**src/rtl/sd_cmd_pkg.sv**
```systemverilog
package sd_cmd_pkg;
  localparam int CW_TRIG  = 15;
  localparam int CW_FAIL  = 14;
  localparam int CW_BUSYW = 11;
  localparam int CW_NORSP = 10;
  localparam int CW_LONG  = 9;
  localparam int ST_BUSY  = 10;
  localparam int ST_TOUT  = 6;
  localparam int CF_BUSYEN = 10;

  typedef enum logic [1:0] {
    LEN_NONE  = 2'd0,
    LEN_SHORT = 2'd1,
    LEN_LONG  = 2'd2,
    LEN_BAD   = 2'd3
  } rsp_len_e;

  typedef enum logic [1:0] {
    SQ_IDLE = 2'd0,
    SQ_REQ  = 2'd1,
    SQ_WAIT = 2'd2
  } seq_state_e;
endpackage

```
**src/rtl/sd_cmd_ctrl.sv**
```systemverilog
module sd_cmd_ctrl (
  input  logic clk,
  input  logic rst_n,
  input  logic start,
  input  logic cmd_ready,
  input  logic rsp_valid,
  output logic cmd_valid,
  output logic rsp_ready,
  output logic busy,
  output logic done
);
  import sd_cmd_pkg::*;

  seq_state_e state_q, state_d;

  always_comb begin
    state_d = state_q;
    unique case (state_q)
      SQ_IDLE: if (start)     state_d = SQ_REQ;
      SQ_REQ:  if (cmd_ready) state_d = SQ_WAIT;
      SQ_WAIT: if (rsp_valid) state_d = SQ_IDLE;
      default:                state_d = SQ_IDLE;
    endcase
  end

  always_ff @(posedge clk) begin
    if (!rst_n) state_q <= SQ_IDLE;
    else        state_q <= state_d;
  end

  assign cmd_valid = (state_q == SQ_REQ);
  assign rsp_ready = (state_q == SQ_WAIT);
  assign busy      = (state_q != SQ_IDLE);
  assign done      = rsp_ready && rsp_valid;

  assert_req_hold_R3: assert property (@(posedge clk) disable iff (!rst_n)
    (cmd_valid && !cmd_ready) |=> cmd_valid);
  assert_rsp_after_req_R3: assert property (@(posedge clk) disable iff (!rst_n)
    $rose(rsp_ready) |-> $past(cmd_valid && cmd_ready));
  assert_excl_R3: assert property (@(posedge clk) disable iff (!rst_n)
    $onehot0({cmd_valid, rsp_ready}));
endmodule

```
**src/rtl/sd_rsp_decode.sv**
```systemverilog
module sd_rsp_decode #(
  parameter int WORD_W    = 32,
  parameter int RSP_WORDS = 4,
  localparam int DATA_W   = WORD_W * RSP_WORDS
) (
  input  logic                              no_rsp,
  input  logic                              want_long,
  input  sd_cmd_pkg::rsp_len_e              len,
  input  logic                              err,
  input  logic [DATA_W-1:0]                 data,
  output logic                              fail,
  output logic                              store,
  output logic [RSP_WORDS-1:0][WORD_W-1:0]  words
);
  import sd_cmd_pkg::*;

  logic len_bad;
  logic is_short;

  assign is_short = (len == LEN_SHORT);
  assign len_bad  = (len == LEN_NONE) || (len == LEN_BAD) || (is_short && want_long);
  assign fail     = err || (!no_rsp && len_bad);
  assign store    = !fail && !no_rsp;

  for (genvar i = 0; i < RSP_WORDS; i++) begin : g_word
    if (i == 0) begin : g_first
      assign words[i] = is_short ? data[DATA_W-1 -: WORD_W] : data[0 +: WORD_W];
    end else begin : g_rest
      assign words[i] = is_short ? '0 : data[i*WORD_W +: WORD_W];
    end
  end
endmodule

```
**src/rtl/sd_cmd_issue.sv**
```systemverilog
module sd_cmd_issue #(
  parameter int WORD_W    = 32,
  parameter int RSP_WORDS = 4,
  parameter int IDX_W     = 6,
  localparam int DATA_W   = WORD_W * RSP_WORDS,
  localparam int SEL_W    = $clog2(RSP_WORDS),
  localparam int ADDR_W   = SEL_W + 1
) (
  input  logic              clk,
  input  logic              rst_n,
  input  logic              reg_we,
  input  logic [ADDR_W-1:0] reg_addr,
  input  logic [WORD_W-1:0] reg_wdata,
  output logic [WORD_W-1:0] reg_rdata,
  output logic              cmd_valid,
  input  logic              cmd_ready,
  output logic [IDX_W-1:0]  cmd_index,
  output logic [WORD_W-1:0] cmd_arg,
  input  logic              rsp_valid,
  output logic              rsp_ready,
  input  logic [1:0]        rsp_len,
  input  logic              rsp_err,
  input  logic [DATA_W-1:0] rsp_data,
  output logic              busy_irq
);
  import sd_cmd_pkg::*;

  localparam logic [ADDR_W-1:0] A_CMD  = ADDR_W'(0);
  localparam logic [ADDR_W-1:0] A_ARG  = ADDR_W'(1);
  localparam logic [ADDR_W-1:0] A_STAT = ADDR_W'(2);
  localparam logic [ADDR_W-1:0] A_CFG  = ADDR_W'(3);

  logic [WORD_W-1:0] cmd_q, arg_q;
  logic              busy_en_q;
  logic              st_busy_q, st_tout_q;
  logic [RSP_WORDS-1:0][WORD_W-1:0] rsp_q;

  logic busy, done, fail, store, start, cmd_we, arg_we, stat_we;
  logic set_busy, set_tout;
  logic [RSP_WORDS-1:0][WORD_W-1:0] words;
  rsp_len_e len_c;

  assign len_c   = rsp_len_e'(rsp_len);
  assign cmd_we  = reg_we && (reg_addr == A_CMD) && !busy;
  assign arg_we  = reg_we && (reg_addr == A_ARG) && !busy;
  assign stat_we = reg_we && (reg_addr == A_STAT);
  assign start   = cmd_we && reg_wdata[CW_TRIG];

  sd_cmd_ctrl u_ctrl (
    .clk       (clk),
    .rst_n     (rst_n),
    .start     (start),
    .cmd_ready (cmd_ready),
    .rsp_valid (rsp_valid),
    .cmd_valid (cmd_valid),
    .rsp_ready (rsp_ready),
    .busy      (busy),
    .done      (done)
  );

  sd_rsp_decode #(.WORD_W(WORD_W), .RSP_WORDS(RSP_WORDS)) u_dec (
    .no_rsp    (cmd_q[CW_NORSP]),
    .want_long (cmd_q[CW_LONG]),
    .len       (len_c),
    .err       (rsp_err),
    .data      (rsp_data),
    .fail      (fail),
    .store     (store),
    .words     (words)
  );

  assign set_tout = done && fail;
  assign set_busy = done && !fail && cmd_q[CW_BUSYW] && busy_en_q;

  always_ff @(posedge clk) begin
    if (!rst_n) begin
      cmd_q <= '0;
    end else if (cmd_we) begin
      cmd_q <= reg_wdata;
    end else if (done) begin
      cmd_q[CW_TRIG] <= 1'b0;
      if (fail) cmd_q[CW_FAIL] <= 1'b1;
    end
  end

  always_ff @(posedge clk) begin
    if (!rst_n)      arg_q <= '0;
    else if (arg_we) arg_q <= reg_wdata;
  end

  always_ff @(posedge clk) begin
    if (!rst_n)                                   busy_en_q <= 1'b0;
    else if (reg_we && (reg_addr == A_CFG))       busy_en_q <= reg_wdata[CF_BUSYEN];
  end

  always_ff @(posedge clk) begin
    if (!rst_n) begin
      st_busy_q <= 1'b0;
      st_tout_q <= 1'b0;
    end else begin
      st_busy_q <= set_busy || (st_busy_q && !(stat_we && reg_wdata[ST_BUSY]));
      st_tout_q <= set_tout || (st_tout_q && !(stat_we && reg_wdata[ST_TOUT]));
    end
  end

  for (genvar i = 0; i < RSP_WORDS; i++) begin : g_rsp
    always_ff @(posedge clk) begin
      if (!rst_n)             rsp_q[i] <= '0;
      else if (done && store) rsp_q[i] <= words[i];
    end
  end

  assign cmd_index = cmd_q[IDX_W-1:0];
  assign cmd_arg   = arg_q;
  assign busy_irq  = st_busy_q;

  always_comb begin
    reg_rdata = '0;
    if (reg_addr[ADDR_W-1]) begin
      reg_rdata = rsp_q[reg_addr[SEL_W-1:0]];
    end else begin
      unique case (reg_addr)
        A_CMD:  reg_rdata = cmd_q;
        A_ARG:  reg_rdata = arg_q;
        A_STAT: begin
          reg_rdata[ST_BUSY] = st_busy_q;
          reg_rdata[ST_TOUT] = st_tout_q;
        end
        A_CFG:  reg_rdata[CF_BUSYEN] = busy_en_q;
        default: reg_rdata = '0;
      endcase
    end
  end

  assert_pending_R4: assert property (@(posedge clk) disable iff (!rst_n)
    busy |-> cmd_q[CW_TRIG]);
  assert_trig_clear_R4: assert property (@(posedge clk) disable iff (!rst_n)
    done |=> !cmd_q[CW_TRIG]);
  assert_ignore_R5: assert property (@(posedge clk) disable iff (!rst_n)
    (busy && !done) |=> ($stable(cmd_q) && $stable(arg_q)));
  assert_payload_R3: assert property (@(posedge clk) disable iff (!rst_n)
    (cmd_valid && !cmd_ready) |=> ($stable(cmd_index) && $stable(cmd_arg)));
  assert_fail_R7: assert property (@(posedge clk) disable iff (!rst_n)
    (done && fail) |=> (cmd_q[CW_FAIL] && st_tout_q && $stable(rsp_q)));
  assert_irq_src_R11: assert property (@(posedge clk) disable iff (!rst_n)
    $rose(busy_irq) |-> $past(done && !fail));
  assert_set_wins_R12: assert property (@(posedge clk) disable iff (!rst_n)
    (done && fail) |=> st_tout_q);
endmodule

```
**config.mk**
```make
export PLATFORM = sky130hd
export DESIGN_NAME = sd_cmd_issue
export DESIGN_NICKNAME = d
export VERILOG_FILES = /design/src/rtl/sd_cmd_pkg.sv /design/src/rtl/sd_cmd_ctrl.sv /design/src/rtl/sd_rsp_decode.sv /design/src/rtl/sd_cmd_issue.sv
export SDC_FILE = /design/constraint.sdc
export NUM_CORES = 1
export LEC_CHECK = 0
export BUFFER_PORTS_ARGS = -buffer_cell sky130_fd_sc_hd__buf_2
export CAP_MARGIN = 30
export CORE_UTILIZATION = 54
export CTS_CLUSTER_SIZE = 14
export DETAILED_ROUTE_END_ITERATION = 6
export GPL_ROUTABILITY_DRIVEN = 0
export PLACE_DENSITY = 0.8
export SLEW_MARGIN = 0
export SYNTH_ARGS = -nofsm -noshare
export SYNTH_HDL_FRONTEND = slang
export SYNTH_SLANG_ARGS = --single-unit
export TNS_END_PERCENT = 1
```
**constraint.sdc**
```tcl
create_clock -name clk -period 2.1 [get_ports clk]
set_clock_uncertainty 0.1 [all_clocks]
set_input_delay 0.105 -clock clk [delete_from_list [all_inputs] [get_ports clk]]
set_output_delay 0.105 -clock clk [all_outputs]
set_load 0.01 [all_outputs]
```
; ---- Word-level counts from Yosys, hierarchy flattened
; Cells that the tools add are included.
[op_classes]
addsub = 0
n_mul = 0
div_mod_pow = 0
magnitude_cmp = 1
eq_ne = 10
shift = 0
n_mux = 19
bitwise_logic = 0
n_reduce_logical = 38
[op_table]
columns = cell, count
row1 = 32-bit 2-to-1 mux, 6
row2 = 32-bit binary-select mux with 2-bit select, 1
row3 = 21-bit one-hot mux with 2 select lines, 1
row4 = 1-bit logical AND, 20
row5 = 6-bit one-hot mux with 2 select lines, 1
row6 = 2-bit 2-to-1 mux, 5
row7 = 3-bit by 2-bit == test with 1-bit output (second input constant), 2
row8 = 2-bit one-hot mux with 3 select lines, 1
row9 = 3-bit one-hot mux with 2 select lines, 1
row10 = 2-bit nonzero test, 3
row11 = 1-bit zero test, 5
row12 = 1-bit logical OR, 5
row13 = 2-bit by 1-bit == test with 1-bit output (second input constant), 2
row14 = 2-bit == test (second input constant), 2
row15 = 2-bit zero test, 2
row16 = 2-bit != test (second input constant), 2
row17 = 1-bit one-hot mux with 4 select lines, 1
row18 = 3-bit by 1-bit == test with 1-bit output (second input constant), 1
row19 = 3-bit zero test, 1
row20 = 2-bit by 3-bit < comparator with 1-bit output (second input constant), 1
row21 = 1-bit one-hot mux with 3 select lines, 1
row22 = 3-bit AND reduction, 1
row23 = 2-bit by 1-bit != test with 1-bit output (second input constant), 1
row24 = 2-bit AND reduction, 1
row25 = 1-bit 2-to-1 mux, 1
[totals]
register_bits = 197
latchBits = 0
ramBits = 0
rom_bits = 0
in_bits = 171
output_inout_bits = 73
elab_cells = 80
n_memories = 0

; ---- Longest topological paths before layout
[logic_depth]
word_depth = 10
depth_mapped = 8
mapped_depth_nobuf = 5

; ---- By module
; Synthesis repeated with hierarchy kept, for this count alone.
[hier_totals]
hier_cells = 1164
area_unflattened_um2 = 10070.9
[by_module_without_submodules]
columns = module, instances, cells_each, area_each_um2, seq_area_each_um2
row1 = sd_cmd_issue, 1, 1006, 8889.8, 3903.7
row2 = sd_rsp_decode, 1, 147, 1079.8, 0.0
row3 = sd_cmd_ctrl, 1, 11, 101.3, 40.0

; ---- Worst setup path before layout
; No wires, ideal clock.
[synth_timing]
path_kind = input port to flip-flop
startpoint = input rsp_len[1]
endpoint = register rsp_q[32] (netlist bit)
setup_ps = 119
arrival_time_ps = 1425
required_ps = 1881
path_slack_ps = 455
path_stages = 7
path_buffers = 2
path_cell_list = inv_1 -> ha_1 -> a2111o_1 -> buf_6 -> buf_6 -> o21ai_1 -> a21boi_1
[synth_between]
elab_chain_len = 8
elab_cells_between_ends = 12
cone_classes = 2 x eq/ne / 1 x mux / 9 x reduce/logical
[synth_lines]
columns = item, line_no
row1 = from (decl), sd_cmd_issue.sv:21  ; input logic [1:0] rsp_len,
row2 = 2-bit == test (tied with other cells), sd_rsp_decode.sv:21  ; assign len_bad = (len == LEN_NONE) || (len == LEN_BAD) || (is_short && want_long);
row3 = 1-bit logical OR or 1-bit logical AND (tied branches), sd_rsp_decode.sv:21
row4 = 1-bit logical OR, sd_rsp_decode.sv:21
row5 = 1-bit logical AND, sd_rsp_decode.sv:22  ; assign fail = err || (!no_rsp && len_bad);
row6 = 1-bit logical OR, sd_rsp_decode.sv:22
row7 = 1-bit zero test, sd_rsp_decode.sv:23  ; assign store = !fail && !no_rsp;
row8 = 1-bit logical AND, sd_rsp_decode.sv:23
row9 = 1-bit logical AND, sd_cmd_issue.sv:109  ; else if (done && store) rsp_q[i] <= words[i];
row10 = "to (signal, indexed assignment)", sd_cmd_issue.sv:109
row11 = to (decl), sd_cmd_issue.sv:36  ; logic [RSP_WORDS-1:0][WORD_W-1:0] rsp_q;
; Parallel ways exist; a longest one is shown, timed or not.
; A chain may end at the register's enable or synchronous reset.

; ---- Worst setup path in the final report
[layout_timing]
startpoint = register cmd_q[10]
endpoint = output reg_rdata[10]
[layout_between]
elab_chain_len = 2
[layout_lines]
columns = item, line_no
row1 = from (decl), sd_cmd_issue.sv:33  ; logic [WORD_W-1:0] cmd_q, arg_q;
row2 = from (signal assigned), sd_cmd_issue.sv:79  ; cmd_q <= reg_wdata;
row3 = 1-bit one-hot mux with 4 select lines, sd_cmd_issue.sv:122  ; unique case (reg_addr)
row4 = 32-bit 2-to-1 mux, sd_cmd_issue.sv:119  ; if (reg_addr[ADDR_W-1]) begin
row5 = to (decl), sd_cmd_issue.sv:14  ; output logic [WORD_W-1:0] reg_rdata,
; Every way passes these cells.

==> impl_results.html <==
<table>
<tr><th>Metric</th><th>Value</th></tr>
<tr><th colspan="2">Run status</th></tr>
<tr><td>Status</td><td>completed</td></tr>
<tr><th colspan="2">Worst setup path</th></tr>
<tr><td>Critical path startpoint category</td><td>register</td></tr>
<tr><td>Reg2reg start</td><td>cmd_q[9]$_SDFFE_PN0N_</td></tr>
<tr><td>Critical-path cell with the highest stage delay</td><td>sky130_fd_sc_hd__mux4_2</td></tr>
<tr><td>Slowest Stage Delay on Critical Path</td><td>0.45 ns</td></tr>
<tr><td>CP max FO</td><td>6</td></tr>
<tr><td>Worst EP arrival</td><td>1.81 ns</td></tr>
<tr><td>Capturing element type of the critical path</td><td>output port</td></tr>
<tr><td>Critical Path Source</td><td>cmd_q[10]$_SDFFE_PN0N_</td></tr>
<tr><td>Series of cell instances along the critical path</td><td>buf_4 -&gt; mux4_2 -&gt; mux2_2 -&gt; buf_2</td></tr>
<tr><td>Worst setup path category</td><td>reg -&gt; out</td></tr>
<tr><td>Data required time of the worst path</td><td>1.89 ns</td></tr>
<tr><td>Register-to-register setup slack</td><td>0.18 ns</td></tr>
<tr><th colspan="2">Timing</th></tr>
<tr><td>Final Setup Violations</td><td>0</td></tr>
<tr><td>Total negative slack for setup checks</td><td>0 ns</td></tr>
<tr><td>Top achievable clock speed</td><td>498 MHz</td></tr>
<tr><td>Max-slew violation count</td><td>0</td></tr>
<tr><td>Fraction of the cycle the final worst path needs</td><td>0.957</td></tr>
<tr><td>Tightest Pin Transition</td><td>0.978 ns</td></tr>
<tr><td>Worst hold slack</td><td>0.0334 ns</td></tr>
<tr><td>RSZ-0062 raised after global routing</td><td>no</td></tr>
<tr><td>Final number of hold-violating endpoints</td><td>0</td></tr>
<tr><td>Time the final worst path needs with I/O delays and setup</td><td>2.01 ns</td></tr>
<tr><td>Headroom to the max-slew limit</td><td>0.348</td></tr>
<tr><th colspan="2">Floorplanning</th></tr>
<tr><td>DIE HEIGHT</td><td>140 µm</td></tr>
<tr><td>Effective utilization at floorplan</td><td>0.560</td></tr>
<tr><td>Die width</td><td>140 µm</td></tr>
<tr><td>Std cell rows</td><td>49</td></tr>
<tr><td>DIE AREA</td><td>19500 µm²</td></tr>
<tr><td>Placeable core area</td><td>18300 µm²</td></tr>
<tr><td>Boundary pin count</td><td>244</td></tr>
<tr><th colspan="2">Detailed routing</th></tr>
<tr><td>Iteration-0 DRC count of the detailed router</td><td>959</td></tr>
<tr><td>Routed wirelength normalized by instance count</td><td>20.2 µm</td></tr>
<tr><td>Routed vias</td><td>10173</td></tr>
<tr><td>Post-Route WL</td><td>33.3 mm</td></tr>
<tr><td>Number of antenna-violating nets in the routed design</td><td>0</td></tr>
<tr><td>Total DRC errors in the routed layout</td><td>0</td></tr>
<tr><td>Detailed-router iteration count before antenna repair</td><td>7</td></tr>
<tr><td>Avg Vias per Cell</td><td>6.18</td></tr>
<tr><th colspan="2">Pwr</th></tr>
<tr><td>Peak supply drop</td><td>0.471 mV</td></tr>
<tr><td>P_leak</td><td>5.60 nW</td></tr>
<tr><td>Cell area power density</td><td>592 nW/µm²</td></tr>
<tr><th colspan="2">Yosys</th></tr>
<tr><td>Yosys warnings</td><td>0</td></tr>
<tr><td>Syn Inst Count</td><td>1078</td></tr>
<tr><td>Register bit total from synthesis</td><td>197</td></tr>
<tr><td>Average instance area after synthesis</td><td>9.48 µm²</td></tr>
<tr><td>Area of the mapped netlist</td><td>10200 µm²</td></tr>
<tr><td>Synth top cells by count</td><td>197 x sky130_fd_sc_hd__dfxtp_1, 149 x sky130_fd_sc_hd__o21ai_0, 102 x sky130_fd_sc_hd__a21boi_1</td></tr>
<tr><td>Most area-hungry cell type in the Yosys netlist</td><td>sky130_fd_sc_hd__dfxtp_1</td></tr>
<tr><td>Unique masters post-synth</td><td>44</td></tr>
<tr><td>Syn nets</td><td>1250</td></tr>
<tr><td>Share of async-settable or async-resettable flops after synthesis</td><td>0</td></tr>
<tr><td>Top-area cell type share of the netlist area</td><td>0.386</td></tr>
<tr><td>Top-count cell post-synth</td><td>sky130_fd_sc_hd__dfxtp_1</td></tr>
<tr><td>Leading register cell type out of synthesis</td><td>sky130_fd_sc_hd__dfxtp_1</td></tr>
<tr><td>Largest cells by area after synthesis</td><td>sky130_fd_sc_hd__dfxtp_1 39%, sky130_fd_sc_hd__nand4b_1 8.2%, sky130_fd_sc_hd__a21boi_1 7.5%, sky130_fd_sc_hd__o21ai_0 7.3%, sky130_fd_sc_hd__mux4_2 7.3%</td></tr>
<tr><td>Seq/Total Area, Yosys</td><td>0.386</td></tr>
<tr><td>Number of enable flip-flop cells after synthesis</td><td>0</td></tr>
<tr><th colspan="2">Global routing</th></tr>
<tr><td>First-pass GRT wire length</td><td>51.6 mm</td></tr>
<tr><td>Vias in the first global route</td><td>9719</td></tr>
<tr><td>Maximum number of pins on one net before global-route repair</td><td>100</td></tr>
<tr><td>All-layer global routing usage</td><td>0.336</td></tr>
<tr><td>Antenna violations before repair</td><td>1</td></tr>
<tr><td>Remaining global-route overflow</td><td>0</td></tr>
<tr><th colspan="2">Final layout</th></tr>
<tr><td>Final #Nets</td><td>1573</td></tr>
<tr><td>Sequential standard cell area</td><td>3950 µm²</td></tr>
<tr><td>Area of combinational cells with multiple inputs</td><td>5650 µm²</td></tr>
<tr><td>Core utilization of the finished layout</td><td>0.754</td></tr>
<tr><td>Synthesis-to-layout area growth</td><td>34.8%</td></tr>
<tr><td>Filler Cells Inserted</td><td>1242</td></tr>
<tr><td>Share of post-route cells with drive strength above 1</td><td>0.255</td></tr>
<tr><th colspan="2">Worst hold path</th></tr>
<tr><td>Hold WC Path Type</td><td>in -&gt; reg</td></tr>
<tr><td>Min-delay src</td><td>rsp_data[10]</td></tr>
<tr><th colspan="2">Clock tree</th></tr>
<tr><td>Number of buffers created by CTS</td><td>17</td></tr>
<tr><td>Clock tree buffer depth</td><td>2</td></tr>
<tr><td>CTS HTree Levels</td><td>4</td></tr>
<tr><td>Clock tree from TritonCTS</td><td>done</td></tr>
<tr><td>Postcts setup bufs</td><td>0</td></tr>
<tr><td>Clock-pin slew on the worst setup and hold paths</td><td>0.07 ns</td></tr>
<tr><td>Clk Tree Root Cell</td><td>sky130_fd_sc_hd__clkbuf_16</td></tr>
<tr><td>Number of sinks driven by the clock tree</td><td>197</td></tr>
<tr><td>Clock Latency Late Sink</td><td>0.42 ns</td></tr>
<tr><th colspan="2">Placed design</th></tr>
<tr><td>DP Wirelength</td><td>19.7 mm</td></tr>
<tr><td>Buffers on Ports</td><td>243</td></tr>
<tr><th colspan="2">Run</th></tr>
<tr><td>Number of maximum-capacitance violations</td><td>0</td></tr>
</table>
## layout by cell type, fill, tap and decap left out, types with 3 or more instances in the layout
cell type,synthesis,routed
sky130_fd_sc_hd__a21boi_0,60,60
sky130_fd_sc_hd__a21boi_1,102,102
sky130_fd_sc_hd__buf_12,0,14
sky130_fd_sc_hd__buf_2,40,241
sky130_fd_sc_hd__buf_4,13,25
sky130_fd_sc_hd__clkbuf_16,0,17
sky130_fd_sc_hd__clkinv_2,0,3
sky130_fd_sc_hd__dfxtp_1,197,196
sky130_fd_sc_hd__dlygate4sd3_1,0,163
sky130_fd_sc_hd__inv_1,5,5
sky130_fd_sc_hd__inv_6,0,5
sky130_fd_sc_hd__mux2i_1,63,63
sky130_fd_sc_hd__mux4_2,33,33
sky130_fd_sc_hd__nand2_1,31,31
sky130_fd_sc_hd__nand3_1,95,95
sky130_fd_sc_hd__nand4b_1,96,96
sky130_fd_sc_hd__nor2b_1,5,4
sky130_fd_sc_hd__o211a_1,32,32
sky130_fd_sc_hd__o21ai_0,149,149
sky130_fd_sc_hd__o21ai_1,40,40
## layer usage
metal  vias up  wire length (µm)  global-route usage
li1       4681                 -                   -
met1      4880             14600               0.461
met2       551             15500               0.533
met3        61              2490              0.0630
met4         0               751               0.115
met5         -                 0                   0
## what timing repair did
item,4_1_cts,5_1_grt
endpoints found under the setup margin,0,9
endpoints found under the hold margin,196,0
hold buffers,163,0
resized for setup,0,1
## kinds of logic after synthesis
family,Yosys count,synth area share
compound gates,395,0.254
simple gates,243,0.156
flops,197,0.386
buf+inv,144,0.0662
mux,98,0.137
fa+ha+maj,1,0.00122
## state kept, by name (all words and copies together), names as in the netlist
signal	cells
st_tout_q	1
u_ctrl.state_q	2
busy_en_q	1
cmd_arg	32
cmd_q	32
rsp_q	128
busy_irq	1
## worst paths after layout
path                                                end  depth (start not counted)
worst max-delay path                      reg_rdata[10]                          4
worst min-delay path             rsp_q[10]$_SDFFE_PN0P_                          4
worst max register to register  rsp_q[112]$_SDFFE_PN0P_                          4
worst min register to register  rsp_q[124]$_SDFFE_PN0P_                          2
## cell type report
class / count / share of cell area
Multi-Input combinational cell: 737 / 0.410
Timing Repair Buffer: 443 / 0.240
Sequential cell: 197 / 0.286
Tap cell: 229 / 0.0208
Clock inverter: 14 / 0.00989
Antenna cell: 2 / 0.000363
Clock buffer: 18 / 0.0319
Inverter: 5 / 0.00136
## through the flow
step | std cells | instance area, µm² | worst slack (ns) | total power, mW
CTS | 1643 | 13800 | 0.0833 | 8.14
global placement | 1448 | 11600 | 0.0937 | 4.74
floorplan | 1078 | 10200 | 0.455 | 4.38
finish | 1645 | 13800 | 0.0899 | 8.16
global route | 1644 | 13800 | 0.0508 | 8.42
detailed placement | 1448 | 11600 | 0.0260 | 4.75
## power by group
part,leakage (nW),total (mW),switching (mW),internal [mW]
sequential,1.59,3.78,0.0184,3.76
clock,0.286,3.22,1.52,1.70
combinational,3.72,1.16,0.578,0.583
## critical path: cells and delay by family (launching register included)
kind	cells	cell delay, ns
multiplexers	2	0.75
flip-flops	1	0.32
buffers and inverters	2	0.31
No activity file was read; power rests on OpenSTA's default activity.
